===== config.mk =====
export PLATFORM = sky130hd
export DESIGN_NAME = keyed_reset_pulser
export DESIGN_NICKNAME = d
export VERILOG_FILES = /design/src/rtl/kp_pkg.sv /design/src/rtl/kp_cfg_reg.sv /design/src/rtl/kp_pulse_timer.sv /design/src/rtl/kp_pad_stage.sv /design/src/rtl/keyed_reset_pulser.sv
export SDC_FILE = /design/constraint.sdc
export NUM_CORES = 1
export LEC_CHECK = 0
export ABC_CLOCK_PERIOD_IN_PS = 1870
export BUFFER_PORTS_ARGS = -buffer_cell sky130_fd_sc_hd__buf_2
export CORE_ASPECT_RATIO = 1.2
export CORE_UTILIZATION = 50
export DETAILED_ROUTE_END_ITERATION = 6
export GPL_TIMING_DRIVEN = 0
export PLACE_DENSITY = 0.76
export SLEW_MARGIN = 20
export SYNTH_ARGS = -nofsm -noshare
export SYNTH_HDL_FRONTEND = slang
export SYNTH_SLANG_ARGS = --single-unit

===== constraint.sdc =====
create_clock -name clk -period 1.87 [get_ports clk]
set_clock_uncertainty 0.15 [all_clocks]
set_input_delay 0.374 -clock clk [delete_from_list [all_inputs] [get_ports clk]]
set_output_delay 0.374 -clock clk [all_outputs]
set_load 0.05 [all_outputs]

===== src/rtl/kp_pkg.sv =====
package kp_pkg;

    localparam logic [7:0] KEY_POL_HIGH = 8'hA5;
    localparam logic [7:0] KEY_POL_LOW  = 8'h5A;
    localparam logic [7:0] KEY_PUSH     = 8'hA8;
    localparam logic [7:0] KEY_DRAIN    = 8'h8A;

    typedef enum logic [2:0] {
        KEY_NONE,
        KEY_SET_HIGH,
        KEY_SET_LOW,
        KEY_SET_PUSH,
        KEY_SET_DRAIN
    } key_e;

    function automatic key_e decode_key(input logic [7:0] top);
        case (top)
            KEY_POL_HIGH: return KEY_SET_HIGH;
            KEY_POL_LOW:  return KEY_SET_LOW;
            KEY_PUSH:     return KEY_SET_PUSH;
            KEY_DRAIN:    return KEY_SET_DRAIN;
            default:      return KEY_NONE;
        endcase
    endfunction

endpackage


===== src/rtl/kp_cfg_reg.sv =====
module kp_cfg_reg
    import kp_pkg::*;
#(
    parameter int DUR_W     = 20,
    parameter int DUR_RESET = 255
) (
    input  logic             clk,
    input  logic             rst_n,
    input  logic             wr_en,
    input  logic [31:0]      wr_data,
    output logic             pol_high,
    output logic             push_pull,
    output logic [DUR_W-1:0] dur_field,
    output logic [31:0]      rd_word
);

    localparam int PAD_W = 30 - DUR_W;

    typedef struct packed {
        logic             pol;
        logic             pp;
        logic [DUR_W-1:0] dur;
    } cfg_t;

    cfg_t cfg_d, cfg_q;
    key_e key;

    always_comb begin
        key   = decode_key(wr_data[31:24]);
        cfg_d = cfg_q;
        if (wr_en) begin
            cfg_d.dur = wr_data[DUR_W-1:0];
            case (key)
                KEY_SET_HIGH:  cfg_d.pol = 1'b1;
                KEY_SET_LOW:   cfg_d.pol = 1'b0;
                KEY_SET_PUSH:  cfg_d.pp  = 1'b1;
                KEY_SET_DRAIN: cfg_d.pp  = 1'b0;
                default: ;
            endcase
        end
    end

    always_ff @(posedge clk or negedge rst_n) begin
        if (!rst_n) begin
            cfg_q.pol <= 1'b0;
            cfg_q.pp  <= 1'b0;
            cfg_q.dur <= DUR_W'(DUR_RESET);
        end else begin
            cfg_q <= cfg_d;
        end
    end

    assign pol_high  = cfg_q.pol;
    assign push_pull = cfg_q.pp;
    assign dur_field = cfg_q.dur;
    assign rd_word   = {cfg_q.pol, cfg_q.pp, {PAD_W{1'b0}}, cfg_q.dur};

    assert_pol_needs_key_R5: assert property (@(posedge clk) disable iff (!rst_n)
        (!wr_en || (wr_data[31:24] != KEY_POL_HIGH && wr_data[31:24] != KEY_POL_LOW))
        |=> $stable(pol_high));

    assert_mode_needs_key_R5: assert property (@(posedge clk) disable iff (!rst_n)
        (!wr_en || (wr_data[31:24] != KEY_PUSH && wr_data[31:24] != KEY_DRAIN))
        |=> $stable(push_pull));

    assert_high_key_R3: assert property (@(posedge clk) disable iff (!rst_n)
        (wr_en && wr_data[31:24] == KEY_POL_HIGH) |=> rd_word[31]);

    assert_drain_key_R4: assert property (@(posedge clk) disable iff (!rst_n)
        (wr_en && wr_data[31:24] == KEY_DRAIN) |=> !rd_word[30]);

endmodule


===== src/rtl/kp_pulse_timer.sv =====
module kp_pulse_timer #(
    parameter int DUR_W       = 20,
    parameter int CLKS_PER_US = 100
) (
    input  logic             clk,
    input  logic             rst_n,
    input  logic             trigger,
    input  logic [DUR_W-1:0] dur_field,
    output logic             active
);

    localparam int PRE_W = (CLKS_PER_US > 1) ? $clog2(CLKS_PER_US) : 1;
    localparam logic [PRE_W-1:0] PRE_LAST = PRE_W'(CLKS_PER_US - 1);

    typedef struct packed {
        logic             act;
        logic [PRE_W-1:0] pre;
        logic [DUR_W-1:0] ticks;
        logic [DUR_W-1:0] limit;
    } tmr_t;

    tmr_t t_d, t_q;
    logic tick_end;

    always_comb begin
        t_d      = t_q;
        tick_end = (t_q.pre == PRE_LAST);
        if (trigger) begin
            t_d.act   = 1'b1;
            t_d.pre   = '0;
            t_d.ticks = '0;
            t_d.limit = dur_field;
        end else if (t_q.act) begin
            if (tick_end) begin
                t_d.pre = '0;
                if (t_q.ticks == t_q.limit) begin
                    t_d.act   = 1'b0;
                    t_d.ticks = '0;
                end else begin
                    t_d.ticks = t_q.ticks + 1'b1;
                end
            end else begin
                t_d.pre = t_q.pre + 1'b1;
            end
        end
    end

    always_ff @(posedge clk or negedge rst_n) begin
        if (!rst_n) begin
            t_q <= '0;
        end else begin
            t_q <= t_d;
        end
    end

    assign active = t_q.act;

    assert_trigger_starts_R6: assert property (@(posedge clk) disable iff (!rst_n)
        trigger |=> (active && t_q.ticks == '0 && t_q.pre == '0));

    assert_retrigger_latch_R7: assert property (@(posedge clk) disable iff (!rst_n)
        trigger |=> (t_q.limit == $past(dur_field)));

    assert_no_overrun_R6: assert property (@(posedge clk) disable iff (!rst_n)
        active |-> (t_q.ticks <= t_q.limit && t_q.pre <= PRE_LAST));

    assert_ends_at_limit_R6: assert property (@(posedge clk) disable iff (!rst_n)
        (active && !trigger && t_q.ticks == t_q.limit && t_q.pre == PRE_LAST) |=> !active);

    assert_limit_held_R8: assert property (@(posedge clk) disable iff (!rst_n)
        (active && !trigger) |=> $stable(t_q.limit));

endmodule


===== src/rtl/kp_pad_stage.sv =====
module kp_pad_stage (
    input  logic clk,
    input  logic rst_n,
    input  logic active,
    input  logic pol_high,
    input  logic push_pull,
    output logic pad_o,
    output logic pad_oe
);

    always_comb begin
        if (push_pull) begin
            pad_oe = 1'b1;
            pad_o  = active ? pol_high : !pol_high;
        end else begin
            pad_oe = active;
            pad_o  = pol_high;
        end
    end

    assert_drain_oe_R9: assert property (@(posedge clk) disable iff (!rst_n)
        !push_pull |-> (pad_oe == active && pad_o == pol_high));

    assert_push_oe_R10: assert property (@(posedge clk) disable iff (!rst_n)
        push_pull |-> (pad_oe && (pad_o == (active ~^ pol_high))));

endmodule


===== src/rtl/keyed_reset_pulser.sv =====
module keyed_reset_pulser #(
    parameter int DUR_W       = 20,
    parameter int CLKS_PER_US = 100,
    parameter int DUR_RESET   = 255
) (
    input  logic        clk,
    input  logic        rst_n,
    input  logic        wr_en,
    input  logic [31:0] wr_data,
    output logic [31:0] rd_data,
    input  logic        trigger,
    output logic        pulse_active,
    output logic        pad_o,
    output logic        pad_oe
);

    logic             pol_high;
    logic             push_pull;
    logic [DUR_W-1:0] dur_field;

    kp_cfg_reg #(.DUR_W(DUR_W), .DUR_RESET(DUR_RESET)) cfg_i (
        .clk(clk), .rst_n(rst_n), .wr_en(wr_en), .wr_data(wr_data),
        .pol_high(pol_high), .push_pull(push_pull), .dur_field(dur_field),
        .rd_word(rd_data)
    );

    kp_pulse_timer #(.DUR_W(DUR_W), .CLKS_PER_US(CLKS_PER_US)) tmr_i (
        .clk(clk), .rst_n(rst_n), .trigger(trigger), .dur_field(dur_field),
        .active(pulse_active)
    );

    kp_pad_stage pad_i (
        .clk(clk), .rst_n(rst_n), .active(pulse_active), .pol_high(pol_high),
        .push_pull(push_pull), .pad_o(pad_o), .pad_oe(pad_oe)
    );

    assert_reset_idle_R1: assert property (@(posedge clk) disable iff (!rst_n)
        ($rose(rst_n)) |-> !pulse_active);

endmodule


### Word-level counts from Yosys, hierarchy flattened

Cells that the tools add are included.
Widths: inputs -> output; s select.

| storage, ports and cells | value |
|---|---|
| logic and storage cells | 40 |
| output and inout port bits | 35 |
| input bits | 36 |
| register bits after elaboration | 70 |

| operators by class | value |
|---|---|
| mux-type cells | 13 |
| reduce and logical (&&, ||, !) cells | 8 |
| equality and inequality tests | 10 |
| add/subtract/negate cells | 2 |

Operators by type and width:

| kind | count |
|---|---|
| $mux 28 | 2 |
| $mux 20 | 2 |
| $eq 8x8->1 const B | 3 |
| $add 20x1->20 const B | 1 |
| $eq 20x20->1 | 1 |
| $pmux 3 s4 | 1 |
| $eq 8x7->1 const B | 1 |
| $reduce_bool 2->1 | 4 |
| $add 7x1->7 const B | 1 |
| $eq 7x7->1 const B | 1 |
| $mux 7 | 1 |
| $eq 3x2->1 const B | 2 |
| $reduce_and 2->1 | 3 |
| $mux 1 | 5 |
| $pmux 1 s2 | 2 |
| $eq 3x1->1 const B | 1 |
| $eq 3x3->1 const B | 1 |
| $logic_not 1->1 | 1 |

### Depth between registers and ports, before layout

| depth | value |
|---|---|
| word-level depth | 5 |
| gate-level depth with buffers | 8 |
| mapped depth without buffers | 7 |

### Modules after synthesis

Synthesis repeated with hierarchy kept, for this count alone.

| unflattened totals | value |
|---|---|
| cell total of the unflattened synthesis | 338 |
| area, all modules | 3748.6 um^2 |

Modules (own cells, without submodules):

| module | instances | area an instance (um^2) | cells an instance | sequential area each (um^2) |
|---|---|---|---|---|
| kp_pulse_timer | 1 | 2566.2 | 245 | 1201.2 |
| kp_cfg_reg | 1 | 1146.1 | 90 | 560.5 |
| kp_pad_stage | 1 | 36.3 | 3 | 0.0 |

### Least setup slack after synthesis

Ideal clock, no wire load.

| timing | value |
|---|---|
| path kind | reg2out |
| start | register tmr_i.t_q, in the netlist tmr_i.active |
| end | output port pad_o |
| data required time | 1.346 ns |
| cell stages (with the launch flop) | 4 |
| slack | -0.427 ns |
| data arrival time | 1.773 ns |
| cell sequence | dfrtp_1 -> clkbuf_1 -> nand2b_1 -> xnor2_1 |

| between the ends | value |
|---|---|
| longest elaborated chain between the ends | 2 |

Ends and longest elaborated chain:

| element | line | RTL |
|---|---|---|
| start: declaration | kp_pulse_timer.sv:22 | `tmr_t t_d, t_q;` |
| start signal: assignment | kp_pulse_timer.sv:52 | `t_q <= t_d;` |
| $mux 1 | kp_pad_stage.sv:14 | `pad_o = active ? pol_high : !pol_high;` |
| $mux 1 | kp_pad_stage.sv:12 | `if (push_pull) begin` |
| end: declaration | keyed_reset_pulser.sv:13 | `output logic pad_o,` |

Every way passes these cells.

### Worst setup path in the final report

| timing | value |
|---|---|
| start | register tmr_i.t_q[27] in the netlist's numbering |
| end | register tmr_i.t_q[25] in the netlist's numbering |

| between the ends | value |
|---|---|
| longest elaborated chain between the ends | 5 |

Ends and longest elaborated chain:

| element | line | RTL |
|---|---|---|
| $eq 20x20->1 | kp_pulse_timer.sv:36 | `if (t_q.ticks == t_q.limit) begin` |
| $mux 20 | kp_pulse_timer.sv:36 |  |
| $mux 20 | kp_pulse_timer.sv:34 | `if (tick_end) begin` |
| $mux 28 | kp_pulse_timer.sv:33 | `end else if (t_q.act) begin` |
| $mux 28 | kp_pulse_timer.sv:28 | `if (trigger) begin` |

Every way passes these cells. The select of a mux whose other input is x is not followed.
A chain may end at the register's enable or synchronous reset.

==> metrics.csv <==
stage,metric,value,unit
power_and_ir_drop,fin_total_pwr,0.00377,W
grt,grt_pass1_wl,13200,um
logic_synthesis,ys_seq_elements,70,
flow_run,max_cap_violations,0,
drt,dr.pass1.iters,4,
drt,drtIter0Drc,208,
floorplanning,die-width,78.5,um
sta,finalMaxSlewViolations,0,
final_layout,final_core_util,0.682,
drt,routedWlPerCell,15.9,um
logic_synthesis,synthArstFlopShare,1.00,
logic_synthesis,synthFlopType,dfrtp_1,
final_layout,fin_nets,461,
logic_synthesis,yosys_warnings,0,
power_and_ir_drop,vdd_drop_max,0.891,mV
setup_path,cp.arrival,2.11,ns
clocking,cts_tree,built,
setup_path,critPathKind,flip-flop to flip-flop,
setup_path,cp-end-kind,flip-flop,
logic_synthesis,yosysUniqueCellTypes,48,
floorplanning,dieArea,0.00737,sq mm
placement,dp_hpwl,5250,um
logic_synthesis,syn_area,0.00351,sq mm
drt,vias_per_cell,5.52,
floorplanning,io_pins,71,
power_and_ir_drop,leakagePower,2.02,nW
grt,grt_max_degree,41,
logic_synthesis,synth_edf_count,0,
placement,gp_congestion,0.842,
clocking,cts-root-buf,clkbuf_8,
final_layout,syn_to_final_growth,32.3,%
sta,setup_viol,20,
min_path,hold_class,primary input to flip-flop,
final_layout,diodes,0,
floorplanning,row_count,33,
clocking,clk_pin_slew,0.08,ns
sta,fmax,494,MHz
drt,drc,0,
clocking,cts_sinks,70,
setup_path,start_kind,flip-flop,
drt,ant_nets,0,
status,violations,negative setup slack,
placement,place_ws,-0.413,ns
sta,rsz0062_at_grt,true,
grt,grt_pass1_vias,2756,
clocking,insertion_delay,0.35,ns
logic_synthesis,synthCells,320,
final_layout,final_layout_size_suffix_gt1_frac,0.479,
sta,relSlewSlack,0.525,
logic_synthesis,seq_area_frac_synth,0.502,
setup_path,worstPathMaxFanout,7,
floorplanning,core-area,0.00681,sq mm
sta,setup_ws,-0.153,ns
status,status,finished with violations,
floorplanning,initial_core_util,0.516,
logic_synthesis,synth_top_area_frac,0.442,
sta,hold_viol,0,
placement,portBuffers,54,
drt,drt-total-wl,8210,um
sta,fin_crit,2.02,ns
power_and_ir_drop,power_density,811,mW/mm^2
setup_path,cp.required,1.96,ns
logic_synthesis,yosysTopAreaCell,dfrtp_1,
floorplanning,die_y,93.8,um
grt,antenna_found_initial,0,
final_layout,n_fill_cell,493,
logic_synthesis,synth_area_leaders,"dfrtp_1 44%, mux2_2 13%, dfstp_2 6.0%",
grt,gr-total-overflow,0,
drt,vias,2842,
clocking,cts_made_buffers,9,
clocking,clockBufferDepth,2,
grt,grt_use_total,0.237,
logic_synthesis,syn_avg_cell_area,11.0,sq um
sta,worstMarginPinSlew,0.713,ns
clocking,htree_levels,3,
sta,min_period_over_period,1.08,
kinds of logic (layout without fill, tap and decap cells):
group                    count (synthesis)  count (layout)  share of synthesized area
adder cells (fa/ha/maj)                  2               2                    0.00712
multiplexers                            42              42                      0.134
XOR/XNOR                                22              22                     0.0549
buffers and inverters                   30             128                     0.0467
AO/OA/AOI/OAI                           53              54                     0.0987
flip-flops                              70              70                      0.502
AND/OR/NAND/NOR                        100             100                      0.156
other                                    1              10                    0.00107
report_power, final:
part | leakage, nW | switching, W | total [W] | internal (W)
sequential | 0.860 | 0.0000974 | 0.00174 | 0.00164
clock | 0.106 | 0.000588 | 0.00134 | 0.000749
combinational | 1.06 | 0.000415 | 0.000692 | 0.000277
total | 2.02 | 0.00110 | 0.00377 | 0.00267
worst max-delay path, stage by stage (launching register included):
cell and delay [ns]:
dfrtp_1 0.47, xnor2_2 0.22, nand4_1 0.20, nor3_4 0.29, buf_4 0.16, a21o_4 0.15
o21ai_2 0.06, a32o_1 0.22
flip-flops by register name (all words and copies together) (netlist names):
name             count
tmr_i.t_q           47
cfg_i.push_pull      1
tmr_i.active         1
cfg_i.pol_high       1
cfg_i.dur_field     20
final cells by class:
type                       instances  area (sq um)  area share
buffer                            24           158      0.0339
timing repair buffer              83           534       0.115
multi-input combinational        230          1840       0.396
clock inverter                     6          86.3      0.0186
clock buffer                      10           128      0.0275
inverter                           5          18.8     0.00404
sequential                        70          1770       0.381
tap                               87           109      0.0234
synth_stat cells, drive strengths merged (4+ instances only):
master and number:
mux2 40, nand2 24, nor2 15, a21oi 6, clkbuf 6, nand4 12, dfrtp 62, inv 5
dfstp 8, and2 9, a31oi 10, o21ai 15, nand2b 7, a21o 4, nand3 14, buf 19
xnor2 21, nor3 4, o31ai 7
routing by layer:
layer / wire length (um) / global-route usage / vias up
li1: - / - / 1341
met1: 3400 / 0.297 / 1393
met2: 4280 / 0.388 / 95
met3: 421 / 0.0612 / 13
met4: 110 / 0.0988 / 0
met5: 0 / 0 / -
path summary, 6_finish.rpt:
kind | startpoint | endpoint | slack (ns) | depth (start not counted)
hold / removal | wr_data[12] | cfg_i.dur_field[12]$_DFFE_PN0P_ | 0.1 | 2
min in group asynchronous | rst_n | cfg_i.dur_field[11]$_DFFE_PN0P_ | 0.34 | 2
max in group asynchronous | rst_n | tmr_i.t_q[32]$_DFFE_PN0P_ | 0.68 | 3
setup reg to reg | tmr_i.t_q[27]$_DFFE_PN0P_ | tmr_i.t_q[25]$_DFFE_PN0P_ | -0.15 | 7
hold reg to reg | cfg_i.dur_field[18]$_DFFE_PN0P_ | cfg_i.dur_field[18]$_DFFE_PN0P_ | 0.38 | 1
setup / recovery | tmr_i.t_q[27]$_DFFE_PN0P_ | tmr_i.t_q[25]$_DFFE_PN0P_ | -0.15 | 7
layout by cell type (no fill, tap or decap), drive strengths merged, types with 3 or more instances in the layout:
cell    instances
a21o            4
mux2           40
and2            9
nand2b          7
nor3            4
o31ai           7
buf           100
nand3          14
nand4          12
dfrtp          62
conb           10
xnor2          21
nor2           15
dfstp           8
a31oi          10
o21ai          15
clkinv          3
inv             5
a21oi           7
clkbuf         16
nand2          24
through the flow:
| stage | cells | hold slack (ns) | cell area, sq um | setup TNS [ns] |
|---|---|---|---|---|
| after detailed placement | 471 | 0.178 | 3980 | -7.17 |
| final | 515 | 0.0971 | 4650 | -1.77 |
| after CTS | 506 | 0.0929 | 4480 | -0.397 |
| after floorplan | 329 | -0.0716 | 3570 | -0.00903 |
| after global routing | 515 | 0.0850 | 4650 | -3.01 |
| after global placement | 470 | 0.314 | 3950 | -10.06 |
what timing repair did:
action / in CTS / in global routing
setup endpoints to repair: 26 / 25
gates cloned: 3 / 0
buffers inserted: 16 / 9
pin swaps: 11 / 18
hold buffers: 1 / 0
hold endpoints to repair: 22 / 0
gates resized for setup: 38 / 26
(Power assumes the default switching activity.)
